### config.mk
export PLATFORM = sky130hd
export DESIGN_NAME = ovf_timer
export DESIGN_NICKNAME = d
export VERILOG_FILES = /design/src/rtl/ovf_timer_pkg.sv /design/src/rtl/ovf_timer_dp.sv /design/src/rtl/ovf_timer_ctrl.sv /design/src/rtl/ovf_timer.sv
export SDC_FILE = /design/constraint.sdc
export NUM_CORES = 1
export LEC_CHECK = 0
export ABC_AREA = 1
export BUFFER_PORTS_ARGS = -buffer_cell sky130_fd_sc_hd__buf_2
export CORE_ASPECT_RATIO = 2
export CORE_MARGIN = 1
export CORE_UTILIZATION = 55
export DETAILED_ROUTE_END_ITERATION = 7
export GPL_ROUTABILITY_DRIVEN = 1
export PLACE_DENSITY = 0.73
export SLEW_MARGIN = 25
export SYNTH_ARGS = -nofsm -noshare
export SYNTH_HDL_FRONTEND = slang
export SYNTH_SLANG_ARGS = --single-unit
### constraint.sdc
create_clock -name clk -period 2.31 [get_ports clk]
set_clock_uncertainty 0.1 [all_clocks]
set_input_delay 0.1155 -clock clk [delete_from_list [all_inputs] [get_ports clk]]
set_output_delay 0.1155 -clock clk [all_outputs]
set_load 0.01 [all_outputs]
### src/rtl/ovf_timer_pkg.sv
package ovf_timer_pkg;
  localparam logic [2:0] ADDR_CTRL  = 3'd0;
  localparam logic [2:0] ADDR_LOAD  = 3'd1;
  localparam logic [2:0] ADDR_COUNT = 3'd2;
  localparam logic [2:0] ADDR_STAT  = 3'd3;
  localparam logic [2:0] ADDR_IRQEN = 3'd4;
  localparam logic [2:0] ADDR_PEND  = 3'd5;
  localparam int NUM_POSTED = 3;

  typedef struct packed {
    logic applyCtrl;
    logic applyLoad;
    logic applyCount;
    logic runVal;
    logic autoVal;
  } tmrStrobe_t;

  function automatic logic [2:0] postedAddr(input int idx);
    case (idx)
      0:       return ADDR_CTRL;
      1:       return ADDR_LOAD;
      default: return ADDR_COUNT;
    endcase
  endfunction
endpackage

### src/rtl/ovf_timer_dp.sv
module ovf_timer_dp
  import ovf_timer_pkg::*;
#(
  parameter int W = 32
) (
  input  logic         clk,
  input  logic         rstN,
  input  tmrStrobe_t   strb,
  input  logic [W-1:0] loadVal,
  input  logic [W-1:0] countVal,
  output logic [W-1:0] countQ,
  output logic [W-1:0] loadQ,
  output logic         runQ,
  output logic         autoQ,
  output logic         ovfPulse
);
  localparam logic [W-1:0] ALL_ONES = '1;

  assign ovfPulse = runQ && (countQ == ALL_ONES);

  always_ff @(posedge clk) begin
    if (!rstN) begin
      countQ <= '0;
      loadQ  <= '0;
      runQ   <= 1'b0;
      autoQ  <= 1'b0;
    end else begin
      if (strb.applyLoad) loadQ <= loadVal;

      if (strb.applyCtrl) begin
        runQ  <= strb.runVal;
        autoQ <= strb.autoVal;
      end else if (ovfPulse && !autoQ) begin
        runQ <= 1'b0;
      end

      if (strb.applyCount) begin
        countQ <= countVal;
      end else if (ovfPulse) begin
        countQ <= autoQ ? loadQ : '0;
      end else if (runQ) begin
        countQ <= countQ + 1'b1;
      end
    end
  end
endmodule

### src/rtl/ovf_timer_ctrl.sv
module ovf_timer_ctrl
  import ovf_timer_pkg::*;
#(
  parameter int W        = 32,
  parameter int SYNC_LAT = 3
) (
  input  logic         clk,
  input  logic         rstN,
  input  logic         wrEn,
  input  logic [2:0]   wrAddr,
  input  logic [W-1:0] wrData,
  output logic         wrWait,
  input  logic [2:0]   rdAddr,
  output logic [W-1:0] rdData,
  output logic         irq,
  input  logic         ovfPulse,
  input  logic [W-1:0] countQ,
  input  logic [W-1:0] loadQ,
  input  logic         runQ,
  input  logic         autoQ,
  output tmrStrobe_t   strb,
  output logic [W-1:0] loadVal,
  output logic [W-1:0] countVal,
  output logic [NUM_POSTED-1:0] pendBits,
  output logic         statFlag
);
  localparam int LAST = SYNC_LAT - 1;

  logic [NUM_POSTED-1:0] hitReg;
  logic [NUM_POSTED-1:0] acceptReg;
  logic [NUM_POSTED-1:0] applyReg;
  logic [1:0]            ctrlHold;
  logic                  irqEn;

  for (genvar g = 0; g < NUM_POSTED; g++) begin : gPost
    localparam int HW = (g == 0) ? 2 : W;
    logic [SYNC_LAT-1:0] vld;
    logic [HW-1:0]       holdR;

    assign hitReg[g]    = wrEn && (wrAddr == postedAddr(g));
    assign pendBits[g]  = |vld;
    assign acceptReg[g] = hitReg[g] && !pendBits[g];
    assign applyReg[g]  = vld[LAST];

    always_ff @(posedge clk) begin
      if (!rstN) begin
        vld   <= '0;
        holdR <= '0;
      end else begin
        vld <= {vld[SYNC_LAT-2:0], acceptReg[g]};
        if (acceptReg[g]) holdR <= wrData[HW-1:0];
      end
    end

    if (g == 0) begin : gCtrl
      assign ctrlHold = holdR;
    end else if (g == 1) begin : gLoad
      assign loadVal = holdR;
    end else begin : gCount
      assign countVal = holdR;
    end
  end

  assign wrWait = |(hitReg & pendBits);

  assign strb.applyCtrl  = applyReg[0];
  assign strb.applyLoad  = applyReg[1];
  assign strb.applyCount = applyReg[2];
  assign strb.runVal     = ctrlHold[0];
  assign strb.autoVal    = ctrlHold[1];

  always_ff @(posedge clk) begin
    if (!rstN) begin
      statFlag <= 1'b0;
      irqEn    <= 1'b0;
    end else begin
      if (ovfPulse) statFlag <= 1'b1;
      else if (wrEn && wrAddr == ADDR_STAT && wrData[0]) statFlag <= 1'b0;
      if (wrEn && wrAddr == ADDR_IRQEN) irqEn <= wrData[0];
    end
  end

  assign irq = statFlag && irqEn;

  always_comb begin
    rdData = '0;
    case (rdAddr)
      ADDR_CTRL:  rdData[1:0] = {autoQ, runQ};
      ADDR_LOAD:  rdData = loadQ;
      ADDR_COUNT: rdData = countQ;
      ADDR_STAT:  rdData[0] = statFlag;
      ADDR_IRQEN: rdData[0] = irqEn;
      ADDR_PEND:  rdData[NUM_POSTED-1:0] = pendBits;
      default:    rdData = '0;
    endcase
  end
endmodule

### src/rtl/ovf_timer.sv
module ovf_timer
  import ovf_timer_pkg::*;
#(
  parameter int W        = 32,
  parameter int SYNC_LAT = 3
) (
  input  logic         clk,
  input  logic         rstN,
  input  logic         wrEn,
  input  logic [2:0]   wrAddr,
  input  logic [W-1:0] wrData,
  output logic         wrWait,
  input  logic [2:0]   rdAddr,
  output logic [W-1:0] rdData,
  output logic         irq
);
  tmrStrobe_t            strb;
  logic [W-1:0]          loadVal, countVal, countQ, loadQ;
  logic                  runQ, autoQ, ovfPulse, statFlag;
  logic [NUM_POSTED-1:0] pendBits;

  ovf_timer_ctrl #(.W(W), .SYNC_LAT(SYNC_LAT)) u_ctrl (
    .clk(clk), .rstN(rstN), .wrEn(wrEn), .wrAddr(wrAddr), .wrData(wrData),
    .wrWait(wrWait), .rdAddr(rdAddr), .rdData(rdData), .irq(irq),
    .ovfPulse(ovfPulse), .countQ(countQ), .loadQ(loadQ), .runQ(runQ),
    .autoQ(autoQ), .strb(strb), .loadVal(loadVal), .countVal(countVal),
    .pendBits(pendBits), .statFlag(statFlag)
  );

  ovf_timer_dp #(.W(W)) u_dp (
    .clk(clk), .rstN(rstN), .strb(strb), .loadVal(loadVal),
    .countVal(countVal), .countQ(countQ), .loadQ(loadQ), .runQ(runQ),
    .autoQ(autoQ), .ovfPulse(ovfPulse)
  );
endmodule

==> reports/metrics.csv, run 1 <==
stage;metric;value;unit
status;status;completed;
global_route;Congestion Overflow GR;0;
clocking;CTS buffer count;17;
logic_synthesis;simple-gate share of the synthesized area;0.321;
clocking;number of clock sinks;143;
clocking;CTS H-tree depth;4;
global_route;first-pass GRT wire length;34.3;mm
clocking;setup bufs post-CTS;0;
placement;port bufs;74;
drt;DRC;0;
placement;gpl congestion;1.02;
cells_and_area;fraction of layout instances using a drive strength above 1;0.123;
logic_synthesis;top-count cell post-synth;nand2_1;
sta;relative slew slack;0.448;
critical_path;RR Endpoint;u_dp.countQ[6]$_SDFFE_PN0P_;
critical_path;Setup CP Type;flop to flop;
logic_synthesis;Mapped Cells;1085;
drt;Total Routed Length;21.6;mm
logic_synthesis;Syn. warnings;0;
drt;1st-pass router iterations;5;
sta;post-layout min period;2.13;ns
global_route;vias in the first global route;7048;
logic_synthesis;Yosys top cell area share;0.406;
logic_synthesis;largest family of logic cells by synthesized area;simple AND/OR/NAND/NOR gates;
global_route;GRT Total Usage;0.339;
logic_synthesis;Post-synth ARST share;0;
critical_path;Required @ worst endpoint;2.55;ns
logic_synthesis;Commonest cells post-synth;226 x nand2_1, 217 x nor2_1, 143 x dfxtp_1;
hold_path;Hold Path End;u_ctrl.gPost[1].vld[2]$_SDFF_PN0_;
cells_and_area;antenna diode count;0;
hold_path;hold path depth;2;
floorplan;core area;12600;um2
logic_synthesis;Seq/Total Area, Yosys;0.406;
critical_path;FF-to-FF Start;u_dp.countQ[0]$_SDFFE_PN0P_;
logic_synthesis;syn nets;1127;
drt;WL/cell;16.1;um
sta;final hold violation count;0;
clocking;CTS max path bufs;2;
sta;max-slew violation count;0;
drt;vias per std cell;5.59;
floorplan;Std-Cell Rows;58;
logic_synthesis;ranking of synthesized cells by area;dfxtp_1 41%, nand2_1 12%, nor2_1 12%;
logic_synthesis;post-synthesis compound-gate area fraction;0.172;
floorplan;Top Ports;75;
sta;setup TNS;0;ns
critical_path;path depth of the worst reg2reg path;11;
logic_synthesis;xor/xnor share of the synthesized area;0.0112;
logic_synthesis;#FFs+latches synth;143;
clocking;Clk Tree Root Cell;clkbuf_16;
critical_path;worst-path fanout max;12;
drt;remaining antenna violation count after routing;0;
critical_path;CP endpoint kind;flop;
floorplan;Die X-Extent;82.1;um
placement;Post-DP HPWL;14.2;mm
sta;RSZ-0062 raised after global routing;no;
logic_synthesis;Top FF cell, synth;dfxtp_1;
logic_synthesis;post-synthesis adder-cell area fraction;0.00177;
logic_synthesis;Syn Std Cell Area;7050;um2
logic_synthesis;Yosys top cell by area;dfxtp_1;
cells_and_area;Layout Area Growth over Synthesis;21.7;%
logic_synthesis;post-synthesis mux area share;0;
power;P per Cell Area;675;nW/um2
cells_and_area;nets@finish;1223;
power;maximum vdd drop;609;uV
critical_path;internal reg-to-reg setup slack;0.18;ns
global_route;pin count of the biggest net entering global routing;65;
sta;setup violators final;0;
floorplan;initial core utilization;0.562;
critical_path;critical path arrival;2.37;ns
power;Pleak;0.00376;uW
clocking;clock-pin transition on the worst setup and hold timing paths;0.06;ns
power;total power;5790;uW
hold_path;hold crit path type;flop to flop;
drt;vias;7504;
sta;Worst-Margin Slew;0.827;ns
logic_synthesis;Yosys cell types;33;
clocking;CTS tree;built;
global_route;number of antenna violations at the first check in global routing;0;
clocking;clock latency on the worst-skew pair;0.42;ns
logic_synthesis;EDFF count, synth;0;
sta;fmax;469;MHz
critical_path;crit path launch type;flop;
floorplan;die footprint;13300;um2
drt;DRT iter0 DRCs;506;
sta;fin crit share;0.924;
hold_path;hold path startpoint;u_ctrl.gPost[1].vld[1]$_SDFF_PN0_;
floorplan;Die H;162;um
logic_synthesis;syn avg cell area;6.50;um2
job;maxcap violations;0;
-- power by group --
| group | switching, uW | internal, uW |
|---|---|---|
| Combinational | 174 | 125 |
| Sequential | 23.5 | 2510 |
| Clock | 1110 | 1840 |
| Total | 1310 | 4480 |
-- placed cells by master (no fill, tap or decap), drive strengths merged --
| master | count |
|---|---|
| a21oi | 80 |
| o211ai | 2 |
| ha | 1 |
| buf | 100 |
| and2 | 2 |
| a32o | 1 |
| a41oi | 1 |
| a22o | 5 |
| inv | 100 |
| dfxtp | 143 |
| nand3 | 51 |
| nor3 | 5 |
| xnor2 | 4 |
| bufinv | 4 |
| dlygate4sd3 | 37 |
| nand2 | 230 |
| clkinv | 6 |
| a211oi | 1 |
| nand4 | 24 |
| nor2 | 226 |
| xor2 | 5 |
| nor4 | 1 |
| o21ai | 134 |
| a22oi | 8 |
| nand3b | 2 |
| clkbuf | 19 |
| clkinvlp | 1 |
-- metal layers --
layer,global-route usage,part of all wire
met3,0.0500,0.043
met5,0,0
met4,0.172,0.045
met1,0.371,0.39
met2,0.608,0.52
-- sequential cells by signal (all words and copies together) (netlist names) --
signal            cells
u_dp.autoQ            1
u_dp.loadQ           32
u_ctrl.ctrlHold       2
u_ctrl.gPost.vld      9
u_ctrl.countVal      32
u_ctrl.irqEn          1
u_ctrl.loadVal       32
u_ctrl.statFlag       1
u_dp.countQ          32
u_dp.runQ             1
-- kinds of logic after synthesis --
kind of cell             count (synthesis)
AND/OR/NAND/NOR                        541
buffers and inverters                  159
adder cells (fa/ha/maj)                  1
XOR/XNOR                                 9
AO/OA/AOI/OAI                          232
flip-flops                             143
-- critical path, cell delays in order (launching register included) --
cell and delay [ns]:
dfxtp_1 0.38, ha_1 0.22, nand2_2 0.08, nor2_4 0.16
nand2_4 0.10, nor2_8 0.16, nand3_4 0.09, nor2_4 0.32
nand2_1 0.10, nand2_1 0.09, nand2_1 0.07, a21oi_1 0.17
-- stage by stage --
stage	setup slack, ns	cells	hold slack (ns)	util	area (um2)
2_1_floorplan	0.504	1085	0.150	-	7050
3_3_place_gp	0.369	1275	0.273	0.604	7580
3_5_place_dp	0.282	1275	0.280	0.604	7580
4_1_cts	0.213	1343	0.327	0.683	8580
5_1_grt	0.0332	1343	0.341	0.683	8580
6_report	0.176	1343	0.326	0.683	8580
-- how the worst max path moves through the flow --
| stage | from | endpoint | slack (ns) | depth (start not counted) |
|---|---|---|---|---|
| global placement | u_dp.countQ[1]$_SDFFE_PN0P_ | u_dp.countQ[22]$_SDFFE_PN0P_ | 0.37 | 10 |
| detailed placement | u_dp.countQ[1]$_SDFFE_PN0P_ | u_dp.countQ[22]$_SDFFE_PN0P_ | 0.28 | 10 |
| global route | u_dp.countQ[1]$_SDFFE_PN0P_ | u_dp.countQ[11]$_SDFFE_PN0P_ | 0.03 | 11 |
| finish | u_dp.countQ[0]$_SDFFE_PN0P_ | u_dp.countQ[6]$_SDFFE_PN0P_ | 0.18 | 11 |
| floorplan | u_dp.countQ[1]$_SDFFE_PN0P_ | u_dp.countQ[29]$_SDFFE_PN0P_ | 0.50 | 11 |
| CTS | u_dp.countQ[1]$_SDFFE_PN0P_ | u_dp.countQ[6]$_SDFFE_PN0P_ | 0.21 | 11 |
-- timing repair --
action | in CTS | in global routing
gates resized for setup | 0 | 0
hold buffers | 37 | 0
endpoints found under the setup margin | 0 | 0
endpoints found under the hold margin | 77 | 0
-- layout make-up --
type	count	area (um2)
Tap cell	150	188
Inverter	99	372
Clock buffer	19	443
Fill cell	1191	3970
Clock inverter	12	185
Multi-Input combinational cell	783	3580
Timing Repair Buffer	137	948
Sequential cell	143	2860
Power figures use the tool's default switching activity.
==> run 2, diff against run 1 <==
--- a/config.mk
+++ b/config.mk
@@ -12,7 +12,7 @@
 export CORE_UTILIZATION = 55
 export DETAILED_ROUTE_END_ITERATION = 7
 export GPL_ROUTABILITY_DRIVEN = 1
-export PLACE_DENSITY = 0.73
+export PLACE_DENSITY_LB_ADDON = 0.1
 export SLEW_MARGIN = 25
 export SYNTH_ARGS = -nofsm -noshare
 export SYNTH_HDL_FRONTEND = slang
==> reports/metrics.csv, run 2 (same netlist as run 1, synthesis figures left out) <==
stage;metric;value;unit
critical_path;critical path arrival;2.33;ns
critical_path;Critical Path Most Common Cell;nand2_1;
critical_path;crit-path max cell delay;0.39;ns
sta;Worst-Margin Slew;0.795;ns
global_route;vias in the first global route;7401;
sta;Setup WS post-layout;0.228;ns
placement;port bufs;74;
clocking;clock latency on the worst-skew pair;0.43;ns
global_route;met2 usage;0.636;
floorplan;initial core utilization;0.562;
sta;fmax;480;MHz
global_route;GRT busiest layer;met2;
critical_path;crit-path cells;ha_1 -> nand2_2 -> nor2_4 -> nand2_4 -> nor2_8 -> nand3_4 -> nor2_4 -> nand2_1 -> nand2_1 -> nand2_1 -> a21oi_1;
critical_path;Setup CP Type;flop to flop;
cells_and_area;fraction of layout instances using a drive strength above 1;0.133;
clocking;CTS H-tree depth;4;
drt;vias per std cell;5.63;
cells_and_area;antenna diode count;0;
cells_and_area;nets@finish;1234;
cells_and_area;Layout Area Growth over Synthesis;22.4;%
drt;remaining antenna violation count after routing;0;
power;total power;5590;uW
sta;RSZ-0062 raised after global routing;no;
sta;setup TNS;0;ns
power;maximum vdd drop;675;uV
floorplan;Std-Cell Rows;58;
floorplan;Die X-Extent;82.1;um
cells_and_area;commonest cells after routing, fill and taps aside;226 x nand2_1, 215 x nor2_1, 143 x dfxtp_1;
sta;final hold violation count;0;
global_route;first-pass GRT wire length;38.2;mm
power;P per Cell Area;648;nW/um2
clocking;CTS buffer count;17;
sta;setup violators final;0;
drt;Total Routed Length;24.3;mm
global_route;number of antenna violations at the first check in global routing;0;
clocking;Clk Tree Root Cell;clkbuf_16;
drt;WL/cell;17.9;um
cells_and_area;most common cell after layout, fill and taps aside;nand2_1;
drt;DRT iter0 DRCs;576;
placement;Post-DP HPWL;16.4;mm
drt;1st-pass router iterations;5;
global_route;Congestion Overflow GR;0;
sta;max-slew violation count;0;
clocking;setup bufs post-CTS;0;
power;Pleak;0.00380;uW
critical_path;worst-path fanout max;12;
drt;vias;7626;
clocking;number of clock sinks;143;
floorplan;Top Ports;75;
hold_path;hold crit path type;input port to flop;
cells_and_area;final core utilization;0.688;
floorplan;Die H;162;um
sta;post-layout min period;2.08;ns
sta;relative slew slack;0.470;
global_route;met1 Track Usage GR;0.387;
critical_path;crit path launch type;flop;
sta;fin crit share;0.901;
clocking;CTS max path bufs;2;
critical_path;Crit-path slowest cell;dfxtp_1;
global_route;pin count of the biggest net entering global routing;109;
cells_and_area;Multi-input gate area;3590;um2
critical_path;Required @ worst endpoint;2.56;ns
placement;gpl congestion;1.05;
cells_and_area;storage element area;2860;um2
status;status;completed;
critical_path;CP endpoint kind;flop;
clocking;CTS tree;built;
placement;DP Worst Slack;0.267;ns
drt;DRC;0;
global_route;GRT Total Usage;0.394;
cells_and_area;fill cell count;1217;
floorplan;core area;12600;um2
job;maxcap violations;0;
global_route;GR Util met3;0.124;
clocking;clock-pin transition on the worst setup and hold timing paths;0.07;ns
floorplan;die footprint;13300;um2
run 2: critical path: cells and delay by family (launching register included):
| family | cells | cell delay [ns] |
|---|---|---|
| fa+ha+maj | 1 | 0.23 |
| compound gates | 1 | 0.13 |
| flops | 1 | 0.39 |
| simple gates | 9 | 1.15 |
run 2: layer usage:
layer  vias to the layer above  share of wire  wire length, um
met5                         -              0                0
met2                       340           0.49            11900
li1                       3712              -                -
met4                         0          0.091             2220
met1                      3452           0.34             8260
met3                       122          0.077             1880
run 2: area by class of cell:
class                           count  area share
Clock buffer                       18      0.0497
Tap cell                          150      0.0217
Inverter                           99      0.0430
Clock inverter                     14      0.0175
Timing Repair Buffer              148       0.121
Multi-Input combinational cell    783       0.415
Sequential cell                   143       0.332
run 2: repair_timing:
| item | 4_1_cts | 5_1_grt |
|---|---|---|
| endpoints found under the hold margin | 68 | 0 |
| hold buffers | 37 | 0 |
| setup endpoints to repair | 0 | 1 |
| resized for setup | 0 | 2 |
run 2: report_power, final:
group	total, uW	switching (uW)	leakage (uW)	internal, uW
clock	2750	1220	0.000282	1530
combinational	308	183	0.00236	124
sequential	2540	24.0	0.00116	2510
run 2: final timing paths:
path / slack, ns / cells after the start / endpoint / startpoint
setup / recovery: 0.23 / 11 / u_dp.countQ[3]$_SDFFE_PN0P_ / u_dp.countQ[1]$_SDFFE_PN0P_
hold / removal: 0.07 / 6 / u_ctrl.gPost[0].vld[0]$_SDFF_PN0_ / wrAddr[1]
setup reg to reg: 0.23 / 11 / u_dp.countQ[3]$_SDFFE_PN0P_ / u_dp.countQ[1]$_SDFFE_PN0P_
hold reg to reg: 0.32 / 2 / u_ctrl.gPost[1].vld[2]$_SDFF_PN0_ / u_ctrl.gPost[1].vld[1]$_SDFF_PN0_
run 2: through the flow:
stage | instance area, um2 | hold WS [ns] | cells
3_5_place_dp | 7680 | 0.284 | 1286
6_report | 8630 | 0.0691 | 1355
2_1_floorplan | 7050 | 0.150 | 1085
3_3_place_gp | 7680 | 0.276 | 1286
4_1_cts | 8630 | 0.0555 | 1355
5_1_grt | 8630 | 0.0816 | 1355
==> run 3, diff against run 2 <==
--- a/config.mk
+++ b/config.mk
@@ -9,7 +9,7 @@
 export BUFFER_PORTS_ARGS = -buffer_cell sky130_fd_sc_hd__buf_2
 export CORE_ASPECT_RATIO = 2
 export CORE_MARGIN = 1
-export CORE_UTILIZATION = 55
+export CORE_UTILIZATION = 42
 export DETAILED_ROUTE_END_ITERATION = 7
 export GPL_ROUTABILITY_DRIVEN = 1
 export PLACE_DENSITY_LB_ADDON = 0.1
==> reports/metrics.csv, run 3 (same netlist as run 1, synthesis figures left out) <==
stage;metric;value;unit
clocking;CTS H-tree depth;4;
global_route;pin count of the biggest net entering global routing;42;
drt;WL/cell;17.1;um
power;NetSw;1360;uW
floorplan;Top Ports;75;
clocking;PostCTS Resize Cnt;0;
critical_path;RR Endpoint;u_dp.countQ[11]$_SDFFE_PN0P_;
power;sw frac;0.240;
global_route;number of antenna violations at the first check in global routing;0;
power;maximum vdd drop;463;uV
sta;hold slack;0.0715;ns
critical_path;worst-path fanout max;24;
cells_and_area;fraction of layout instances using a drive strength above 1;0.134;
critical_path;path depth of the worst reg2reg path;11;
sta;Worst-Margin Slew;0.621;ns
placement;Area after DPL;7780;um2
power;power share of the clock group;0.498;
critical_path;Setup CP Type;flop to flop;
critical_path;internal reg-to-reg setup slack;0.18;ns
cells_and_area;nets@finish;1235;
cells_and_area;commonest cells after routing, fill and taps aside;226 x nand2_1, 215 x nor2_1, 143 x dfxtp_1;
sta;setup TNS;0;ns
sta;RSZ-0062 raised after global routing;no;
drt;DRT iter0 DRCs;273;
critical_path;FF-to-FF Start;u_dp.countQ[1]$_SDFFE_PN0P_;
critical_path;CP endpoint kind;flop;
floorplan;Die H;185;um
clocking;setup bufs post-CTS;0;
floorplan;Std-Cell Rows;66;
drt;Top Layer Used;met4;
global_route;first-pass GRT wire length;37.9;mm
placement;port bufs;74;
drt;DRC;0;
global_route;Congestion Overflow GR;0;
critical_path;Worst Setup EP;u_dp.countQ[11]$_SDFFE_PN0P_;
drt;vias per std cell;5.21;
placement;Post-DP HPWL;17.5;mm
cells_and_area;most common cell after layout, fill and taps aside;nand2_1;
critical_path;critical path startpoint;u_dp.countQ[1]$_SDFFE_PN0P_;
job;maxcap violations;0;
floorplan;core area;16400;um2
power;Pleak;0.00382;uW
clocking;CTS buffer count;17;
floorplan;Die X-Extent;93.6;um
drt;remaining antenna violation count after routing;0;
power;Int Power;4320;uW
sta;fmax;469;MHz
floorplan;die footprint;17300;um2
clocking;hold_buf cts;36;
power;Comb power frac;0.055;
drt;Total Routed Length;24.1;mm
cells_and_area;final instance area;8750;um2
power;Reg power frac;0.447;
cells_and_area;final core utilization;0.535;
cells_and_area;Layout Area Growth over Synthesis;24.1;%
global_route;vias in the first global route;7204;
clocking;CTS tree;built;
global_route;GRT Total Usage;0.295;
clocking;clock-pin transition on the worst setup and hold timing paths;0.06;ns
drt;met2 wire length;12.5;mm
power;P per Cell Area;649;nW/um2
critical_path;Required @ worst endpoint;2.51;ns
floorplan;initial core utilization;0.431;
sta;fin crit share;0.924;
sta;post-layout min period;2.13;ns
status;status;completed;
sta;setup violators final;0;
drt;vias;7344;
sta;max-slew violation count;0;
cells_and_area;fill cell count;1733;
clocking;number of clock sinks;143;
sta;final hold violation count;0;
critical_path;critical path arrival;2.33;ns
drt;metal3 WL;840;um
placement;gpl congestion;0.937;
sta;relative slew slack;0.581;
critical_path;crit path launch type;flop;
clocking;CTS max path bufs;2;
clocking;Clk Tree Root Cell;clkbuf_16;
clocking;clock latency on the worst-skew pair;0.43;ns
cells_and_area;antenna diode count;0;
drt;1st-pass router iterations;5;
drt;M1 WL;8.69;mm
hold_path;hold crit path type;input port to flop;
run 3: cell count changes in the layout (fill, tap and decap cells not counted), sizes merged:
cell         delta
buf             +2
clkbuf          +1
clkinvlp        +2
inv             -2
dlygate4sd3     -1
bufinv          +1
clkinv          -2
run 3: per-layer routing:
metal | up-vias | GRT usage
li1 | 3715 | -
met1 | 3351 | 0.289
met2 | 199 | 0.540
met3 | 79 | 0.0406
met4 | 0 | 0.242
met5 | - | 0
run 3: area by class of cell:
cell class | count | area [um2] | area share
Clock buffer | 19 | 453 | 0.0518
Sequential cell | 143 | 2860 | 0.327
Timing Repair Buffer | 149 | 1070 | 0.123
Clock inverter | 13 | 153 | 0.0174
Tap cell | 204 | 255 | 0.0292
Multi-Input combinational cell | 783 | 3580 | 0.409
Inverter | 99 | 372 | 0.0425
run 3: worst min-delay path by stage:
stage               from                           endpoint  slack [ns]  cells after the start
3_3_place_gp   wrData[3]     u_ctrl.loadVal[3]$_SDFFE_PN0P_        0.28                      3
6_report            rstN  u_ctrl.gPost[1].vld[2]$_SDFF_PN0_        0.07                      3
2_1_floorplan  wrData[0]    u_ctrl.ctrlHold[0]$_SDFFE_PN0P_        0.15                      2
3_5_place_dp   wrData[9]    u_ctrl.countVal[9]$_SDFFE_PN0P_        0.28                      3
5_1_grt             rstN  u_ctrl.gPost[1].vld[1]$_SDFF_PN0_        0.12                      3
4_1_cts             rstN  u_ctrl.gPost[1].vld[2]$_SDFF_PN0_        0.07                      3
run 3: power by group through the flow:
stage / logic [uW] / clock network [uW] / registers (uW)
floorplan: 149 / 0 / 2580
global placement: 265 / 0 / 2590
detailed placement: 267 / 0 / 2590
CTS: 314 / 2880 / 2540
global route: 348 / 2980 / 2540
finish: 312 / 2830 / 2540
run 3: critical path, stage by stage (launching register included):
cell and delay (ns):
dfxtp_1 0.38, ha_1 0.22, nand2_2 0.09, nor2_4 0.16
nand2_4 0.10, nor2_8 0.24, nand3_4 0.12, buf_4 0.26
a21oi_1 0.16, nand2_1 0.06, nand2_1 0.05, a21oi_1 0.05
run 3: stage by stage:
| step | worst slack, ns | std cells | total power, uW |
|---|---|---|---|
| after floorplan | 0.504 | 1085 | 2730 |
| after global placement | 0.274 | 1342 | 2860 |
| after detailed placement | 0.219 | 1342 | 2860 |
| after CTS | 0.203 | 1410 | 5740 |
| after global routing | 0.0123 | 1410 | 5870 |
| final | 0.176 | 1410 | 5680 |
